File: config.mk
export PLATFORM = sky130hd
export DESIGN_NAME = uart_flow_ctrl
export DESIGN_NICKNAME = d
export VERILOG_FILES = /design/src/rtl/flow_ctrl_pkg.sv /design/src/rtl/rts_watermark.sv /design/src/rtl/cts_gate.sv /design/src/rtl/flow_irq.sv /design/src/rtl/uart_flow_ctrl.sv
export SDC_FILE = /design/constraint.sdc
export NUM_CORES = 1
export LEC_CHECK = 0
export CORE_MARGIN = 1
export CORE_UTILIZATION = 31
export DETAILED_ROUTE_END_ITERATION = 10
export PLACE_DENSITY = 0.83
export SYNTH_ARGS = -nofsm -noshare
export SYNTH_HDL_FRONTEND = slang
export SYNTH_SLANG_ARGS = --single-unit
File: constraint.sdc
create_clock -name clk -period 1.1 [get_ports clk]
set_input_delay 0.165 -clock clk [delete_from_list [all_inputs] [get_ports clk]]
set_output_delay 0.165 -clock clk [all_outputs]
set_load 0.1 [all_outputs]
File: src/rtl/flow_ctrl_pkg.sv
package flow_ctrl_pkg;

    typedef struct packed {
        logic enhanced;
        logic auto_rts;
        logic auto_cts;
        logic ie_rts;
        logic ie_cts;
    } flow_cfg_t;

    typedef enum logic [1:0] {
        LVL_BELOW = 2'd0,
        LVL_AT    = 2'd1,
        LVL_ABOVE = 2'd2
    } lvl_cmp_t;

    function automatic lvl_cmp_t compare_level(input int unsigned lvl, input int unsigned trig);
        if (lvl > trig)
            return LVL_ABOVE;
        else if (lvl < trig)
            return LVL_BELOW;
        return LVL_AT;
    endfunction

endpackage

File: src/rtl/rts_watermark.sv
module rts_watermark
    import flow_ctrl_pkg::*;
#(
    parameter int LVL_W = 7
) (
    input  logic             clk,
    input  logic             rst,
    input  logic             auto_en,
    input  logic             modem_rts,
    input  logic [LVL_W-1:0] level,
    input  logic [LVL_W-1:0] trig,
    output logic             rts_n_o
);

    logic     over_q, over_nxt;
    logic     rts_n_q, rts_n_nxt;
    lvl_cmp_t cmp;

    always_comb begin
        cmp      = compare_level(32'(level), 32'(trig));
        over_nxt = over_q;
        case (cmp)
            LVL_ABOVE: over_nxt = 1'b1;
            LVL_BELOW: over_nxt = 1'b0;
            default:   over_nxt = over_q;
        endcase
        if (!modem_rts)
            rts_n_nxt = 1'b1;
        else if (auto_en)
            rts_n_nxt = over_nxt;
        else
            rts_n_nxt = 1'b0;
    end

    always_ff @(posedge clk) begin
        if (rst) begin
            over_q  <= 1'b0;
            rts_n_q <= 1'b1;
        end else begin
            over_q  <= over_nxt;
            rts_n_q <= rts_n_nxt;
        end
    end

    assign rts_n_o = rts_n_q;


    rts_idle_high_chk: assert property (@(posedge clk) disable iff (rst)
        (auto_en && !modem_rts) |=> rts_n_o);


    rts_pause_above_chk: assert property (@(posedge clk) disable iff (rst)
        (auto_en && modem_rts && (level > trig)) |=> rts_n_o);

endmodule

File: src/rtl/cts_gate.sv
module cts_gate #(
    parameter int SYNC_STAGES = 2
) (
    input  logic clk,
    input  logic rst,
    input  logic auto_en,
    input  logic cts_n,
    input  logic tx_active,
    input  logic tx_stop_done,
    output logic tx_hold,
    output logic cts_rise
);

    logic [SYNC_STAGES:0] chain;
    logic                 cts_dly;
    logic                 cts_high;
    logic                 hold_q, hold_nxt;

    assign chain[0] = cts_n;

    for (genvar i = 0; i < SYNC_STAGES; i++) begin : g_sync
        always_ff @(posedge clk) begin
            if (rst)
                chain[i+1] <= 1'b1;
            else
                chain[i+1] <= chain[i];
        end
    end

    assign cts_high = chain[SYNC_STAGES];

    always_comb begin
        hold_nxt = hold_q;
        if (!auto_en)
            hold_nxt = 1'b0;
        else if (!cts_high)
            hold_nxt = 1'b0;
        else if (tx_stop_done || !tx_active)
            hold_nxt = 1'b1;
    end

    always_ff @(posedge clk) begin
        if (rst) begin
            cts_dly <= 1'b1;
            hold_q  <= 1'b0;
        end else begin
            cts_dly <= cts_high;
            hold_q  <= hold_nxt;
        end
    end

    assign cts_rise = cts_high & ~cts_dly;
    assign tx_hold  = hold_q;


    cts_manual_free_chk: assert property (@(posedge clk) disable iff (rst)
        !auto_en |=> !tx_hold);


    hold_at_boundary_chk: assert property (@(posedge clk) disable iff (rst)
        $rose(tx_hold) |-> $past(tx_stop_done || !tx_active));

endmodule

File: src/rtl/flow_irq.sv
module flow_irq (
    input  logic clk,
    input  logic rst,
    input  logic enhanced,
    input  logic ie_rts,
    input  logic ie_cts,
    input  logic rts_n,
    input  logic cts_rise,
    input  logic status_read,
    output logic irq
);

    logic rts_prev;
    logic irq_q;
    logic rts_evt, cts_evt, set_evt;

    always_comb begin
        rts_evt = rts_n & ~rts_prev & ie_rts;
        cts_evt = cts_rise & ie_cts;
        set_evt = enhanced & (rts_evt | cts_evt);
    end

    always_ff @(posedge clk) begin
        if (rst) begin
            rts_prev <= 1'b1;
            irq_q    <= 1'b0;
        end else begin
            rts_prev <= rts_n;
            if (set_evt)
                irq_q <= 1'b1;
            else if (status_read)
                irq_q <= 1'b0;
        end
    end

    assign irq = irq_q;


    irq_clear_by_read_chk: assert property (@(posedge clk) disable iff (rst)
        $fell(irq) |-> $past(status_read));


    irq_needs_enhanced_chk: assert property (@(posedge clk) disable iff (rst)
        $rose(irq) |-> $past(enhanced));

endmodule

File: src/rtl/uart_flow_ctrl.sv
module uart_flow_ctrl
    import flow_ctrl_pkg::*;
#(
    parameter int RX_DEPTH    = 64,
    parameter int SYNC_STAGES = 2,
    localparam int LVL_W      = $clog2(RX_DEPTH + 1)
) (
    input  logic             clk,
    input  logic             rst,
    input  logic             cfg_enhanced,
    input  logic             cfg_auto_rts,
    input  logic             cfg_auto_cts,
    input  logic             int_en_rts,
    input  logic             int_en_cts,
    input  logic             modem_rts,
    input  logic [LVL_W-1:0] rx_level,
    input  logic [LVL_W-1:0] rx_trig_level,
    input  logic             tx_active,
    input  logic             tx_stop_done,
    input  logic             cts_n,
    input  logic             status_read,
    output logic             rts_n,
    output logic             tx_hold,
    output logic             flow_irq
);

    flow_cfg_t cfg;
    logic      cts_rise;

    assign cfg = '{enhanced: cfg_enhanced, auto_rts: cfg_auto_rts,
                   auto_cts: cfg_auto_cts, ie_rts: int_en_rts, ie_cts: int_en_cts};

    rts_watermark #(.LVL_W(LVL_W)) u_rts (
        .clk       (clk),
        .rst       (rst),
        .auto_en   (cfg.auto_rts),
        .modem_rts (modem_rts),
        .level     (rx_level),
        .trig      (rx_trig_level),
        .rts_n_o   (rts_n)
    );

    cts_gate #(.SYNC_STAGES(SYNC_STAGES)) u_cts (
        .clk          (clk),
        .rst          (rst),
        .auto_en      (cfg.auto_cts),
        .cts_n        (cts_n),
        .tx_active    (tx_active),
        .tx_stop_done (tx_stop_done),
        .tx_hold      (tx_hold),
        .cts_rise     (cts_rise)
    );

    flow_irq u_irq (
        .clk         (clk),
        .rst         (rst),
        .enhanced    (cfg.enhanced),
        .ie_rts      (cfg.ie_rts),
        .ie_cts      (cfg.ie_cts),
        .rts_n       (rts_n),
        .cts_rise    (cts_rise),
        .status_read (status_read),
        .irq         (flow_irq)
    );


    rts_manual_follow_chk: assert property (@(posedge clk) disable iff (rst)
        !cfg_auto_rts |=> (rts_n == !$past(modem_rts)));

endmodule

==> summary.txt, run 1 <==
Largest net degree at the start of global routing: 8
Total GRT Usage: 18.09%
Yosys top cell by area: dfxtp_1
Fraction of layout instances using a drive strength above 1: 36.90%
Hold Fails Final Rpt: 0
Die H: 40.65 um
Core Region: 0.001350 mm^2
Post-Route Setup TNS: 0 ps
Ports: 29
CTS tree: yes
Initial Util: 34.29%
Final ANT Viol Nets: 0
Worst-Skew Late Latency: 250 ps
Vias/cell: 4.778
Power Density: 918.5 mW/mm^2
Yosys warning total: 0
Met2 wire len: 598 um
GP Congestion: 0.7477
Clock Path Buffers: 2
Highest metal used: met3
Final setup fails: 0
Synthesized Nets: 82
Number of synthesized flops with an enable pin: 0
First-pass DRT Iterations: 4
Diodes inserted: 0
Worst IR Drop VDD: 551.6 uV
Critical-path cell list: clkdlybuf4s15_1 -> inv_2 -> ha_4 -> a21o_1 -> a311oi_2 -> a21oi_1
Max Clock Skew: 3.423 ps
Async S/R FF share, synth: 0%
Clock Tree Root: clkbuf_4
CP endpoint kind: register
CP startpoint kind: primary input
Total gr overflow: 0
CP arrival: 1150 ps
Global-route wire length before repair: 1918 um
Outcome: completed
Area grow syn2layout: 100.3%
Unrepaired setup endpoints after global routing: false
CTS sink cnt: 8
Wire per inst: 11.45 um
CTS Hold Bufs: 0
Flip-flop and latch count after synthesis: 8
Max-Cap Viols: 0
H-tree levels: 1
Post-Synthesis Cell Area: 462.9 um^2
CP max stage cell: ha_4
Minimum clock period: 1023 ps
PortBufs: 28
Fin crit share: 92.97%
Leakage: 0.4013 nW
Kind of critical path: in -> reg
Top FF cell, synth: dfxtp_1
Share of the synthesized area in the top cell type: 34.59%
Routed WL: 1134 um
DRC: 0
Nets: 119
CP delay by family, top: compound AO/OA/AOI/OAI gates
Die width: 40.65 um
Clock transition at path regs: 60 ps
Initial antenna violation count: 0
Vias in the first global route: 469
Pwr Total: 851.6 uW
Drt first-iter violations: 9
Sequential-to-total area share from yosys stat: 34.59%
Hold Crit Class: reg -> reg
Total CTS buffers: 3
Vias: 473
Max incr delay on CP: 250 ps
Synth top area cells: dfxtp_1, ha_1, inv_1
Commonest cells post-synth: dfxtp_1, ha_1, inv_1, or2_2
Die Area: 0.001652 mm^2
Slew headroom: 87.68%
DR WL met3: 52 um
CP Max Fanout: 3
Achievable clock frequency: 0.9779 GHz
Most common cell in the netlist: dfxtp_1
Met1 wire length: 482 um
WP data required: 1230 ps
Worst Path Buf+Inv: 2
Core Rows: 13
Syn_area_per_cell: 9.448 um^2
Post-route cell area: 927.1 um^2
Mapped Cells: 49
Worst-Margin Slew: 183.2 ps
Netlist cell types: 20
Filler instances: 110
Max Slew Vio Count: 0
Post-detail-place hpwl: 846.8 um
Dpl cell area: 829.5 um^2
-- report_power, final --
part | switching [mW] | total (mW) | internal (mW)
logic | 0.136 | 0.310 | 0.173
clock network | 0.0994 | 0.224 | 0.125
registers | 0.0101 | 0.318 | 0.308
total | 0.246 | 0.852 | 0.606
-- layer usage --
layer  GRT usage [%]  vias up
met1           20.74      213
met4           5.000        0
met5               0        -
met3           3.261        0
met2           33.73       16
li1                -      244
-- stage by stage --
stage | hold WS, ps | setup WS, ps | cells | utilization [%]
floorplan | 229.6 | -144.6 | 49 | -
global placement | 397.7 | -475.9 | 95 | 61.45
detailed placement | 404.1 | -535.1 | 95 | 61.45
CTS | 418.6 | 11.81 | 99 | 68.49
global route | 459.0 | 2.056 | 99 | 68.67
finish | 425.9 | 77.36 | 99 | 68.67
-- layout by cell type (no fill, tap or decap), types with 3 or more instances in the layout --
| cell | count |
|---|---|
| clkdlybuf4s15_1 | 3 |
| buf_12 | 3 |
| clkbuf_4 | 3 |
| a21oi_1 | 3 |
| inv_2 | 6 |
| or2_2 | 4 |
| clkdlybuf4s50_1 | 11 |
| ha_4 | 6 |
| buf_4 | 3 |
| a21o_1 | 3 |
| dlygate4sd2_1 | 11 |
| dfxtp_1 | 6 |
-- path summary, 6_finish.rpt --
path	to	cells past startpoint	start	slack [ps]
worst min register to register	u_cts.cts_high	1	u_cts.chain[1]	430
worst min-delay path	u_cts.cts_high	1	u_cts.chain[1]	430
worst max register to register	u_rts.rts_n_o	3	u_rts.over_q	210
worst max-delay path	u_rts.rts_n_o	6	rx_trig_level[6]	80
-- layout make-up --
type | instances | area, um^2 | share of cell area, %
sequential | 8 | 162.7 | 17.54
timing repair buffer | 32 | 330.3 | 35.63
tap | 15 | 18.77 | 2.024
inverter | 7 | 26.28 | 2.834
clock buffer | 3 | 22.52 | 2.429
multi-input combinational | 34 | 366.6 | 39.54
-- cell families after synthesis --
| group | synth area share [%] |
|---|---|
| flops | 34.59 |
| buf+inv | 5.677 |
| fa+ha+maj | 18.92 |
| compound gates | 18.38 |
| simple gates | 22.43 |
-- what timing repair did --
action                                  4_1_cts  5_1_grt
endpoints found under the setup margin        2        2
gates resized for setup                      28        3
buffers inserted                              1        0
pin swaps                                    11        6
-- flip-flops by register name, indices dropped and copies added, names as in the netlist --
| signal | count |
|---|---|
| u_cts.cts_high | 1 |
| u_cts.chain | 1 |
| u_cts.cts_dly | 1 |
| u_irq.irq | 1 |
| u_rts.rts_n_o | 1 |
| u_cts.tx_hold | 1 |
| u_rts.over_q | 1 |
| u_irq.rts_prev | 1 |
Note: power is estimated with default switching activity, not from simulation.
==> inputs of run 2 (changes only) <==
--- a/config.mk
+++ b/config.mk
@@ -5,6 +5,8 @@
 export SDC_FILE = /design/constraint.sdc
 export NUM_CORES = 1
 export LEC_CHECK = 0
+export ABC_AREA = 1
+export CAP_MARGIN = 20
 export CORE_MARGIN = 1
 export CORE_UTILIZATION = 31
 export DETAILED_ROUTE_END_ITERATION = 10
==> summary.txt, run 2 <==
Die Area: 0.001648 mm^2 (-0.27%)
Core Rows: 13 (unchanged)
Syn_area_per_cell: 7.214 um^2 (-24%)
Most common cell after layout, fill and taps aside: nand2_1
Share of the synthesized area in the top cell type: 34.69% (+0.094 points)
Commonest cells post-synth: nand2_1, inv_1, dfxtp_1, ha_1, or2_2
Global-route wire length before repair: 1497 um (-22%)
Worst-Margin Slew: 190.7 ps (+7.436 ps)
Power Density: 890.0 mW/mm^2 (-3.1%)
CP endpoint kind: register
Final ANT Viol Nets: 0 (unchanged)
Outcome: completed
FF-to-FF setup slack: 300 ps (+90 ps)
Total gr overflow: 0 (unchanged)
Flip-flop and latch count after synthesis: 8 (unchanged)
Most frequent cells in the layout: nand2_1, dlygate4sd2_1, clkdlybuf4s50_1, inv_1, dfxtp_1
Worst IR Drop VDD: 427.2 uV (-23%)
Core Region: 0.001350 mm^2 (unchanged)
Pwr Total: 779.5 uW (-8.5%)
CTS Hold Bufs: 0 (unchanged)
Post-Synthesis Cell Area: 461.7 um^2 (-0.27%)
Worst-Skew Late Latency: 240 ps (about the same)
Filler instances: 117 (+6.4%)
CTS sink cnt: 8 (unchanged)
Worst-case reg-to-reg path depth: 4 (+1)
Nets: 131 (+10%)
Fraction of layout instances using a drive strength above 1: 28.13% (-8.8 points)
Sequential-to-total area share from yosys stat: 34.69% (+0.094 points)
Netlist cell types: 12 (-40%)
Setup Buffers After CTS: 0 (-1)
Leakage: 0.4235 nW (+5.5%)
Ports: 29 (unchanged)
Total CTS buffers: 3 (unchanged)
Yosys warning total: 0 (unchanged)
Clock Tree Root: clkbuf_4
Achievable clock frequency: 0.9904 GHz (+1.3%)
Clock Path Buffers: 2 (unchanged)
Critical Path End: u_rts.over_q
Vias in the first global route: 443 (-5.5%)
Reg-to-Reg End: u_irq.irq
GP Congestion: 0.7047 (-5.8%)
Synth top area cells: dfxtp_1, ha_1, nand2_1
DRC: 0 (unchanged)
Final setup fails: 0 (unchanged)
Max Clock Skew: 1.191 ps (-2.232 ps)
Max-Cap Viols: 0 (unchanged)
Dpl cell area: 800.8 um^2 (-3.5%)
Drt first-iter violations: 6 (-3)
Slew headroom: 87.25% (-0.43 points)
Area grow syn2layout: 89.70%
Die H: 40.59 um (-0.14%)
CP arrival: 1190 ps (+40 ps)
Diodes inserted: 0 (unchanged)
CP max stage cell: clkdlybuf4s50_1
Hold Crit Class: reg -> reg
PortBufs: 28 (unchanged)
Post-detail-place hpwl: 786.4 um (-7.1%)
Routed WL: 1029 um (-9.3%)
CP most frequent cell: nand2_1
Most common cell in the netlist: nand2_1
Initial antenna violation count: 0 (unchanged)
Max Slew Vio Count: 0 (unchanged)
Async S/R FF share, synth: 0% (unchanged)
Post-route cell area: 875.8 um^2 (-5.5%)
Fin crit share: 91.79% (-1.2 points)
Vias/cell: 4.423 (-7.4%)
Worst r2r src: u_rts.rts_n_o
Clock transition at path regs: 50 ps (about the same)
Synthesized Nets: 97 (+18%)
Mapped Cells: 64 (+31%)
Kind of critical path: in -> reg
Number of synthesized flops with an enable pin: 0 (unchanged)
Critical-path cell list: clkdlybuf4s50_1 -> ha_1 -> inv_1 -> nand3_1 -> nand2_1 -> nand2_1 -> nand2_1 -> nand2_1 -> nor2_2
First-pass DRT Iterations: 4 (unchanged)
CP Max Fanout: 2 (-1)
CP startpoint kind: primary input
Initial Util: 34.20% (-0.093 points)
Max incr delay on CP: 400 ps (+150 ps)
Final core utilization: 64.87% (-3.8 points)
Fin Hold WS: 415.8 ps (-10.07 ps)
Largest net degree at the start of global routing: 8 (unchanged)
Wire per inst: 9.270 um (-19%)
Yosys top cell by area: dfxtp_1
Hold Fails Final Rpt: 0 (unchanged)
Minimum clock period: 1010 ps (-12.91 ps)
Total GRT Usage: 13.31% (-4.8 points)
Top FF cell, synth: dfxtp_1
WP data required: 1280 ps (+50 ps)
H-tree levels: 1 (unchanged)
CP Launch Point: rx_trig_level[0]
CTS tree: yes
Die width: 40.59 um (-0.14%)
Vias: 491 (+3.8%)
Unrepaired setup endpoints after global routing: false
[run 2: cell count changes in the layout (fill, tap and decap cells not counted), moves of 3 or more]
cell             change
nand2_1             +14
inv_1                +9
a21o_1               -3
clkdlybuf4s15_1      -3
nand3_1              +3
[run 2: logic make-up after synthesis]
| logic type | count (synthesis) | share of synthesized area, % |
|---|---|---|
| flip-flops | 8 | 34.69 |
| AO/OA/AOI/OAI | 4 | 4.334 |
| AND/OR/NAND/NOR | 30 | 29.81 |
| adder cells (fa/ha/maj) | 7 | 18.97 |
| buffers and inverters | 15 | 12.19 |
[run 2: layout make-up]
| type | count | area, um^2 | area share, % |
|---|---|---|---|
| Multi-Input combinational cell | 41 | 314.1 | 35.86 |
| Tap cell | 15 | 18.77 | 2.143 |
| Timing Repair Buffer | 29 | 301.5 | 34.43 |
| Sequential cell | 8 | 162.7 | 18.57 |
| Clock buffer | 3 | 22.52 | 2.571 |
| Inverter | 15 | 56.30 | 6.429 |
[run 2: stage by stage]
stage / TNS [ps] / worst slack (ps) / instances
finish: 0 / 90.27 / 111
detailed placement: -886.6 / -432.5 / 108
floorplan: -148.2 / -148.2 / 64
CTS: 0 / 85.66 / 111
global route: 0 / 18.30 / 111
global placement: -820.9 / -395.6 / 108
[run 2: power by group]
group	internal, mW	switching [mW]
Clock	0.124	0.0842
Sequential	0.306	0.00839
Combinational	0.139	0.118
Total	0.569	0.210
[run 2: worst min-delay path by stage]
stage	startpoint	to	slack, ps	cells past startpoint
2_1_floorplan	rst	u_rts.over_q	230	1
3_3_place_gp	u_cts.chain[1]	u_cts.cts_high	390	1
3_5_place_dp	u_cts.chain[1]	u_cts.cts_high	390	1
4_1_cts	u_cts.chain[1]	u_cts.cts_high	420	1
5_1_grt	u_cts.chain[1]	u_cts.cts_high	430	1
6_report	u_cts.chain[1]	u_cts.cts_high	420	1
[run 2: routing by layer]
metal  track usage, %  vias up  share of wire, %  routed length (um)
li1                 -      259                 -                   -
met1            11.55      216                40                 412
met2            29.76       16                54                 555
met4            2.500        0                 0                   0
met5                0        -                 0                   0
met3            2.222        0               6.0                  62
[run 2: timing repair]
action / 4_1_cts / 5_1_grt
hold endpoints to repair: 0 / 0
resized for setup: 25 / 0
setup endpoints to repair: 2 / 0
[run 2: critical path, delay by kind of cell]
kind / cells / cell delay [ps]
buf+inv: 2 / 450
simple gates: 6 / 410
fa+ha+maj: 1 / 170
